### src/rtl/pwr_mode_pkg.sv
package pwr_mode_pkg;
   typedef enum logic [1:0] {
      MODE_STBY  = 2'b00,
      MODE_SLEEP = 2'b01,
      MODE_NORM  = 2'b10,
      MODE_OVT   = 2'b11
   } pmode_e;
endpackage

### src/rtl/pwr_mode_fsm.sv
module pwr_mode_fsm
   import pwr_mode_pkg::*;
#(
   parameter int WAKE_SRCS = 3
) (
   input  logic                 clk,
   input  logic                 rst_n,
   input  logic                 mode_wr,
   input  logic [1:0]           mode_wdata,
   input  logic                 irq_pending,
   input  logic                 wake_pending,
   input  logic [WAKE_SRCS-1:0] wake_en,
   input  logic [WAKE_SRCS-1:0] wake_evt,
   input  logic                 otp_hot,
   input  logic                 otp_cool,
   output pmode_e               state,
   output logic                 limp,
   output logic                 pulse_start,
   output logic                 pulse_short
);
   pmode_e state_nx;
   logic   limp_nx;
   logic   sleep_ok;
   logic   woken;

   assign sleep_ok = !irq_pending && !wake_pending && (|wake_en);
   assign woken    = |(wake_evt & wake_en);

   always_comb begin
      state_nx    = state;
      limp_nx     = limp;
      pulse_start = 1'b0;
      pulse_short = 1'b0;
      unique case (state)
         MODE_STBY, MODE_NORM: begin
            if (otp_hot) begin
               state_nx = MODE_OVT;
               limp_nx  = 1'b1;
            end else if (mode_wr) begin
               unique case (mode_wdata)
                  2'b00: state_nx = MODE_STBY;
                  2'b10: state_nx = MODE_NORM;
                  2'b01: begin
                     if (sleep_ok) begin
                        state_nx = MODE_SLEEP;
                     end else begin
                        pulse_start = 1'b1;
                        pulse_short = 1'b1;
                     end
                  end
                  default: state_nx = state;
               endcase
            end
         end
         MODE_SLEEP: begin
            if (woken) begin
               state_nx    = MODE_STBY;
               pulse_start = 1'b1;
            end
         end
         MODE_OVT: begin
            if (otp_cool) begin
               state_nx    = MODE_STBY;
               pulse_start = 1'b1;
            end
         end
         default: state_nx = MODE_STBY;
      endcase
   end

   always_ff @(posedge clk or negedge rst_n) begin
      if (!rst_n) begin
         state <= MODE_STBY;
         limp  <= 1'b0;
      end else begin
         state <= state_nx;
         limp  <= limp_nx;
      end
   end
endmodule

### src/rtl/pwr_rst_pulse.sv
module pwr_rst_pulse #(
   parameter int CYC_PER_MS = 1000,
   parameter int SHORT_MS   = 4,
   parameter int LONG_MS    = 40
) (
   input  logic clk,
   input  logic rst_n,
   input  logic start,
   input  logic force_short,
   input  logic long_sel,
   output logic busy
);
   localparam int SHORT_CYC = CYC_PER_MS * SHORT_MS;
   localparam int LONG_CYC  = CYC_PER_MS * LONG_MS;
   localparam int CNT_W     = $clog2(LONG_CYC + 1);
   localparam logic [CNT_W-1:0] SHORT_LEN = CNT_W'(SHORT_CYC);
   localparam logic [CNT_W-1:0] LONG_LEN  = CNT_W'(LONG_CYC);

   logic [CNT_W-1:0] cnt;

   always_ff @(posedge clk or negedge rst_n) begin
      if (!rst_n) begin
         cnt <= '0;
      end else if (start) begin
         cnt <= (long_sel && !force_short) ? LONG_LEN : SHORT_LEN;
      end else if (cnt != '0) begin
         cnt <= cnt - 1'b1;
      end
   end

   assign busy = (cnt != '0);
endmodule

### src/rtl/pwr_out_decode.sv
module pwr_out_decode
   import pwr_mode_pkg::*;
#(
   parameter bit V2_IN_STBY = 1'b0
) (
   input  pmode_e state,
   output logic   v1_en,
   output logic   v2_en,
   output logic   wd_en,
   output logic   hold_rst
);
   logic awake;

   assign awake    = (state == MODE_STBY) || (state == MODE_NORM);
   assign v1_en    = awake;
   assign wd_en    = awake;
   assign hold_rst = !awake;

   generate
      if (V2_IN_STBY) begin : g_v2_wide
         assign v2_en = awake;
      end else begin : g_v2_norm
         assign v2_en = (state == MODE_NORM);
      end
   endgenerate
endmodule

### src/rtl/pwr_mode_sup.sv
module pwr_mode_sup
   import pwr_mode_pkg::*;
#(
   parameter int WAKE_SRCS  = 3,
   parameter int CYC_PER_MS = 1000,
   parameter int SHORT_MS   = 4,
   parameter int LONG_MS    = 40,
   parameter bit V2_IN_STBY = 1'b0
) (
   input  logic                 clk,
   input  logic                 rst_n,
   input  logic                 mode_wr,
   input  logic [1:0]           mode_wdata,
   input  logic                 irq_pending,
   input  logic                 wake_pending,
   input  logic [WAKE_SRCS-1:0] wake_en,
   input  logic [WAKE_SRCS-1:0] wake_evt,
   input  logic                 otp_hot,
   input  logic                 otp_cool,
   input  logic                 long_rst_sel,
   output logic [1:0]           mode_o,
   output logic                 v1_en,
   output logic                 v2_en,
   output logic                 wd_en,
   output logic                 rst_n_o,
   output logic                 limp_o
);
   generate
      if (WAKE_SRCS < 1) begin : g_bad_wake
         $error("WAKE_SRCS must be at least 1");
      end
      if (CYC_PER_MS < 1 || SHORT_MS < 1) begin : g_bad_time
         $error("CYC_PER_MS and SHORT_MS must be positive");
      end
      if (LONG_MS < SHORT_MS) begin : g_bad_long
         $error("LONG_MS must not be below SHORT_MS");
      end
   endgenerate

   pmode_e state;
   logic   pulse_start;
   logic   pulse_short;
   logic   pulse_busy;
   logic   hold_rst;

   pwr_mode_fsm #(.WAKE_SRCS(WAKE_SRCS)) u_fsm (
      .clk          (clk),
      .rst_n        (rst_n),
      .mode_wr      (mode_wr),
      .mode_wdata   (mode_wdata),
      .irq_pending  (irq_pending),
      .wake_pending (wake_pending),
      .wake_en      (wake_en),
      .wake_evt     (wake_evt),
      .otp_hot      (otp_hot),
      .otp_cool     (otp_cool),
      .state        (state),
      .limp         (limp_o),
      .pulse_start  (pulse_start),
      .pulse_short  (pulse_short)
   );

   pwr_rst_pulse #(
      .CYC_PER_MS (CYC_PER_MS),
      .SHORT_MS   (SHORT_MS),
      .LONG_MS    (LONG_MS)
   ) u_pulse (
      .clk         (clk),
      .rst_n       (rst_n),
      .start       (pulse_start),
      .force_short (pulse_short),
      .long_sel    (long_rst_sel),
      .busy        (pulse_busy)
   );

   pwr_out_decode #(.V2_IN_STBY(V2_IN_STBY)) u_dec (
      .state    (state),
      .v1_en    (v1_en),
      .v2_en    (v2_en),
      .wd_en    (wd_en),
      .hold_rst (hold_rst)
   );

   assign mode_o  = state;
   assign rst_n_o = !(pulse_busy || hold_rst);
endmodule

### config.mk
export PLATFORM = sky130hd
export DESIGN_NAME = pwr_mode_sup
export DESIGN_NICKNAME = d
export VERILOG_FILES = /design/src/rtl/pwr_mode_pkg.sv /design/src/rtl/pwr_mode_fsm.sv /design/src/rtl/pwr_rst_pulse.sv /design/src/rtl/pwr_out_decode.sv /design/src/rtl/pwr_mode_sup.sv
export SDC_FILE = /design/constraint.sdc
export NUM_CORES = 1
export LEC_CHECK = 0
export BUFFER_PORTS_ARGS = -buffer_cell sky130_fd_sc_hd__buf_2
export CORE_UTILIZATION = 30
export DETAILED_ROUTE_END_ITERATION = 10
export GPL_TIMING_DRIVEN = 1
export PLACE_DENSITY_LB_ADDON = 0.3
export SLEW_MARGIN = 20
export SYNTH_ARGS = -nofsm -noshare
export SYNTH_HDL_FRONTEND = slang
export SYNTH_SLANG_ARGS = --single-unit
### constraint.sdc
create_clock -name clk -period 2.6 [get_ports clk]
set_clock_uncertainty 0.15 [all_clocks]
set_input_delay 0.13 -clock clk [delete_from_list [all_inputs] [get_ports clk]]
set_output_delay 0.13 -clock clk [all_outputs]
set_load 0.02 [all_outputs]
After elaboration in Yosys (flattened, before gate mapping)

Cells that the tools add are included.

Equal/unequal tests: 10
Reduce and logical (&&, ||, !) cells: 19
Bitwise gates (word level): 1
Muxes and demuxes: 18
Add/sub/neg operators: 1

Operator list:

| operator                                                             | count |
|---|---|
| 16-bit 2-to-1 mux                                                    | 3 |
| 16-bit nonzero test                                                  | 1 |
| 16-bit by 1-bit subtractor with 16-bit output, second input constant | 1 |
| 2-bit case mux with 3 select lines                                   | 2 |
| 2-bit 2-to-1 mux                                                     | 5 |
| 1-bit 2-to-1 mux                                                     | 7 |
| 2-bit == test, second input constant                                 | 3 |
| 3-bit OR reduction                                                   | 2 |
| 1-bit logical NOT                                                    | 5 |
| 5-bit != test, second input constant                                 | 1 |
| 5-bit AND reduction                                                  | 1 |
| 2-bit by 1-bit == test with 1-bit output, second input constant      | 2 |
| 2-bit logical NOT                                                    | 2 |
| 4-bit by 3-bit != test with 1-bit output, second input constant      | 1 |
| 3-bit AND                                                            | 1 |
| 1-bit logical AND                                                    | 3 |
| 3-bit != test, second input constant                                 | 1 |
| 1-bit case mux with 3 select lines                                   | 1 |
| 1-bit logical OR                                                     | 2 |
| 2-bit by 1-bit != test with 1-bit output, second input constant      | 1 |
| 2-bit != test, second input constant                                 | 1 |
| 2-bit AND reduction                                                  | 1 |
| 2-bit nonzero test                                                   | 1 |
| 2-bit OR reduction                                                   | 1 |

Logic and storage cells: 52
Bits of input ports: 16
Output and inout port bits: 7
Register bits after elaboration: 19

Logic depth before layout (Yosys ltp)

Word-level depth: 12
Depth in mapped cells: 7
Mapped depth without buffers: 6

Modules after synthesis

A second synthesis with hierarchy kept.

Cell total of the unflattened synthesis: 126
Area, all modules: 1201.2 um^2

Modules (own cells, without submodules):

| module         | instances | area each (um^2) | sequential area each (um^2) | cells each |
|---|---|---|---|---|
| pwr_rst_pulse  | 1         | 909.6            | 400.4                       | 92 |
| pwr_mode_fsm   | 1         | 266.5            | 75.1                        | 29 |
| pwr_out_decode | 1         | 21.3             | 0.0                         | 4 |
| pwr_mode_sup   | 1         | 3.8              | 0.0                         | 1 |

Least setup slack after synthesis

Ideal clock, no wire load.

Path type: reg2out
From: reg u_pulse.cnt[0]
To: out rst_n_o
Cell stages (with the launch flop): 8
Path buffers: 1
Arrival: 1.673 ns
Required time: 2.320 ns
Setup slack: 0.647 ns
Cells stage by stage: dfrtp_1 inv_1 ha_1 nor3b_1 and3_1 buf_2 nand2_2 nor2_1

Cells in the longest elaborated chain, start to end: 3

RTL lines:

| item                     | RTL line            | text |
|---|---|---|
| start: declaration       | pwr_rst_pulse.sv:19 | `logic [CNT_W-1:0] cnt;` |
| start signal: assignment | pwr_rst_pulse.sv:25 | `cnt <= (long_sel && !force_short) ? LONG_LEN : SHORT_LEN;` |
| start signal: assignment | pwr_rst_pulse.sv:27 | `cnt <= cnt - 1'b1;` |
| 16-bit nonzero test      | pwr_rst_pulse.sv:31 | `assign busy = (cnt != '0);` |
| 1-bit logical OR         | pwr_mode_sup.sv:85  | `assign rst_n_o = !(pulse_busy \|\| hold_rst);` |
| 1-bit logical NOT        | pwr_mode_sup.sv:85  |  |
| end: declaration         | pwr_mode_sup.sv:25  | `output logic rst_n_o,` |

No other way between the ends.

Worst setup path in the final report

Ends and elaborated chain as after synthesis.

==> impl_metrics.toml <==
[detailed_routing]
dr.pass1.iters = 4
drc = 0
detail-route-antenna-nets = 0
drt_iter0_drc = 75
route.vias.total = 1085
routedWlPerCell_um = 14.87
viasPerCell = 5.371
postRouteWirelength_mm = 3.004

[synth]
synth_cell_types = 47
async_reset_ff_share_pct = 100.0
synth_edf_count = 0
synth_warnings = 0
syn_area_um2 = 1250
yosysSeqAreaShare_pct = 38.04
synth_flop_cell = "dfrtp_1"
syn_nets = 145
postSynthCellCount = 125
ys_ff_latch = 19
synth_area_per_cell_um2 = 10.00

[finish]
layout_commonest_cell = "buf_2"
areaGrowthSynthToFinish_pct = 19.02
antenna_cells = 0
nets = 173
drive_gt1_share_pct = 30.26
layout_common_cells = "buf_2, dfrtp_1, nor2_1, o21ai_0, inv_1"
fin_cells = 202
final_area_um2 = 1488
fillers = 407

[sta]
drv_slew = 0
whs_ns = 0.03523
setup-violations-final = 0
fin_crit_ns = 2.374
hold_viol = 0
fin_tns_setup_ns = 0
timing.fmax_mhz = 421.2
worstMarginPinSlew_ns = 0.7272
setup_ws_ns = 0.2256
rsz0062_at_grt = "no"
slew_headroom_pct = 51.08
period_share_pct = 91.32

[worst_setup_path]
path_class = "flop to primary output"
worst_setup_path_end_kind = "primary output"
crit_fanout = 6
startpoint_type = "flop"
cp.arrival_ns = 2.09
cp.required_ns = 2.32
path_cells = "inv_1, ha_1, nor3b_1, and3_2, nand2_2, nor2_1, buf_2"
worst-path-buf-inv = 2
critPathTopFamily = "simple AND/OR/NAND/NOR gates"
crit_slowest_cell = "dfrtp_1"
critPathMaxStageDelay_ns = 0.44

[clock_network]
cts_root_buf = "clkbuf_8"
clock_path_buffers = 2
clock_sinks = 19
clkLatencyLatePin_ns = 0.26
cts_buffers = 3
cts_tree = "yes"
htreeDepth = 1
path_clk_slew_ns = 0.07
cts_setup_buffers = 0

[die]
fp.dieH_um = 66.55
die_area_um2 = 4429
die_w_um = 66.55
core_area_um2 = 4000
ios = 23
rows = 23
start_util_pct = 31.25

[placed_design]
dp_hpwl_mm = 2.286
io_buffers = 22
placed_cells_incl_taps = 196
dp_slack_ns = 0.4448
placed_area_um2 = 1421
place.gp.congestion = 0.8351

[pwr]
swShare_pct = 44.65
combPwrFrac_pct = 46.4
p_int_mw = 0.8263
pwr-share-seq_pct = 39.5
p_switching_mw = 0.6665
irDropWorstVdd_mv = 0.4657
clockPowerShare_pct = 14.1
power_density_nw_per_um2 = 1003
p_leak_nw = 0.5960

[hold_path]
worstHoldPathType = "input pin to flop"

[global_routing]
grt_first_pass_wirelength_mm = 5.071
grt_pass1_vias = 1071
grt_use_met1_pct = 18.95
met2_usage_pct = 26.01
antenna_found_initial = 0
met3_usage_pct = 4.452
track_usage_pct = 15.65
grt_max_degree = 20
grt_overflow = 0
top_usage_layer = "met2"

[run_status]
status = "complete, no violations"

[run]
max_cap_violations = 0
==> cells by family (layout without fill, tap and decap cells) <==
family | Yosys count | in the layout | share of synthesized area, %
buffers and inverters | 10 | 37 | 3.403
adder cells (fa/ha/maj) | 4 | 4 | 4.004
XOR/XNOR | 8 | 8 | 5.606
multiplexers | 5 | 5 | 4.004
AO/OA/AOI/OAI | 32 | 32 | 20.12
AND/OR/NAND/NOR | 47 | 47 | 24.83
flip-flops | 19 | 19 | 38.04
==> through the flow <==
| stage | total power, mW | utilization [%] |
|---|---|---|
| floorplan | 1.085 | - |
| global placement | 1.263 | 35.53 |
| detailed placement | 1.287 | 35.53 |
| CTS | 1.507 | 37.16 |
| global route | 1.613 | 37.19 |
| finish | 1.493 | 37.19 |
==> power by group through the flow <==
stage                     Clock, mW  Combinational (mW)  Sequential [mW]
after floorplan                   0               0.523            0.562
after global placement            0               0.674            0.589
after detailed placement          0               0.693            0.595
after CTS                     0.219               0.699            0.589
after global routing          0.235               0.768            0.611
final                         0.211               0.692            0.590
==> routing by layer <==
layer,vias to the layer above,wire (µm)
li1,524,-
met1,530,1382
met2,24,1459
met3,7,104
met4,0,57
met5,-,0
==> repair_timing <==
item                                    CTS  global route
endpoints found under the setup margin    0             1
hold buffers                              2             0
hold endpoints to repair                 20             0
gates resized for setup                   0             1
==> cell type report <==
| cell class | instances | area (µm²) | share of cell area, % |
|---|---|---|---|
| Multi-Input combinational cell | 96 | 733.2 | 49.28 |
| Timing Repair Buffer | 26 | 145.1 | 9.756 |
| Inverter | 7 | 26.28 | 1.766 |
| Sequential cell | 19 | 475.5 | 31.96 |
| Clock buffer | 4 | 45.04 | 3.028 |
| Tap cell | 50 | 62.56 | 4.205 |
==> synth_stat cells (all sizes together), types with 2 or more instances <==
library cell / n / area [µm²]
nor4: 3 / 33.78
ha: 4 / 50.05
a2111oi: 3 / 45.04
nand2: 5 / 23.77
nand3: 6 / 35.03
a21o: 2 / 15.01
and3: 2 / 13.77
nand4: 2 / 12.51
o21ai: 10 / 53.80
buf: 2 / 12.51
nor3b: 2 / 15.01
dfrtp: 19 / 475.5
xnor2: 3 / 26.28
or3: 4 / 26.28
nor3: 7 / 57.55
mux2i: 5 / 50.05
o31ai: 3 / 22.52
nor2: 9 / 33.78
inv: 7 / 26.28
a21oi: 3 / 15.01
o21a: 2 / 15.01
xor2: 5 / 43.79
==> path summary, 6_finish.rpt <==
kind / startpoint / end / slack (ns) / depth (start not counted)
max in group asynchronous: rst_n / u_pulse.cnt[5] / 1.78 / 2
min in group asynchronous: rst_n / u_pulse.cnt[7] / 0.20 / 2
max reg2reg: u_pulse.cnt[0] / u_pulse.cnt[2] / 0.40 / 6
min: otp_cool / u_fsm.state[1] / 0.04 / 3
max: u_pulse.cnt[0] / rst_n_o / 0.23 / 7
min reg2reg: u_fsm.limp / u_fsm.limp / 0.31 / 1
==> flip-flops by register name (all words and copies together), names as in the netlist <==
name         count
u_fsm.limp       1
u_fsm.state      2
u_pulse.cnt     16
==> worst register-to-register path: cells and delay by family (launching register included) <==
kind | cells | cell delay [ns]
fa+ha+maj | 1 | 0.17
flops | 1 | 0.44
mux | 1 | 0.20
compound gates | 1 | 0.31
simple gates | 2 | 0.76
buf+inv | 1 | 0.10
No activity file was read; power rests on OpenSTA's default activity.
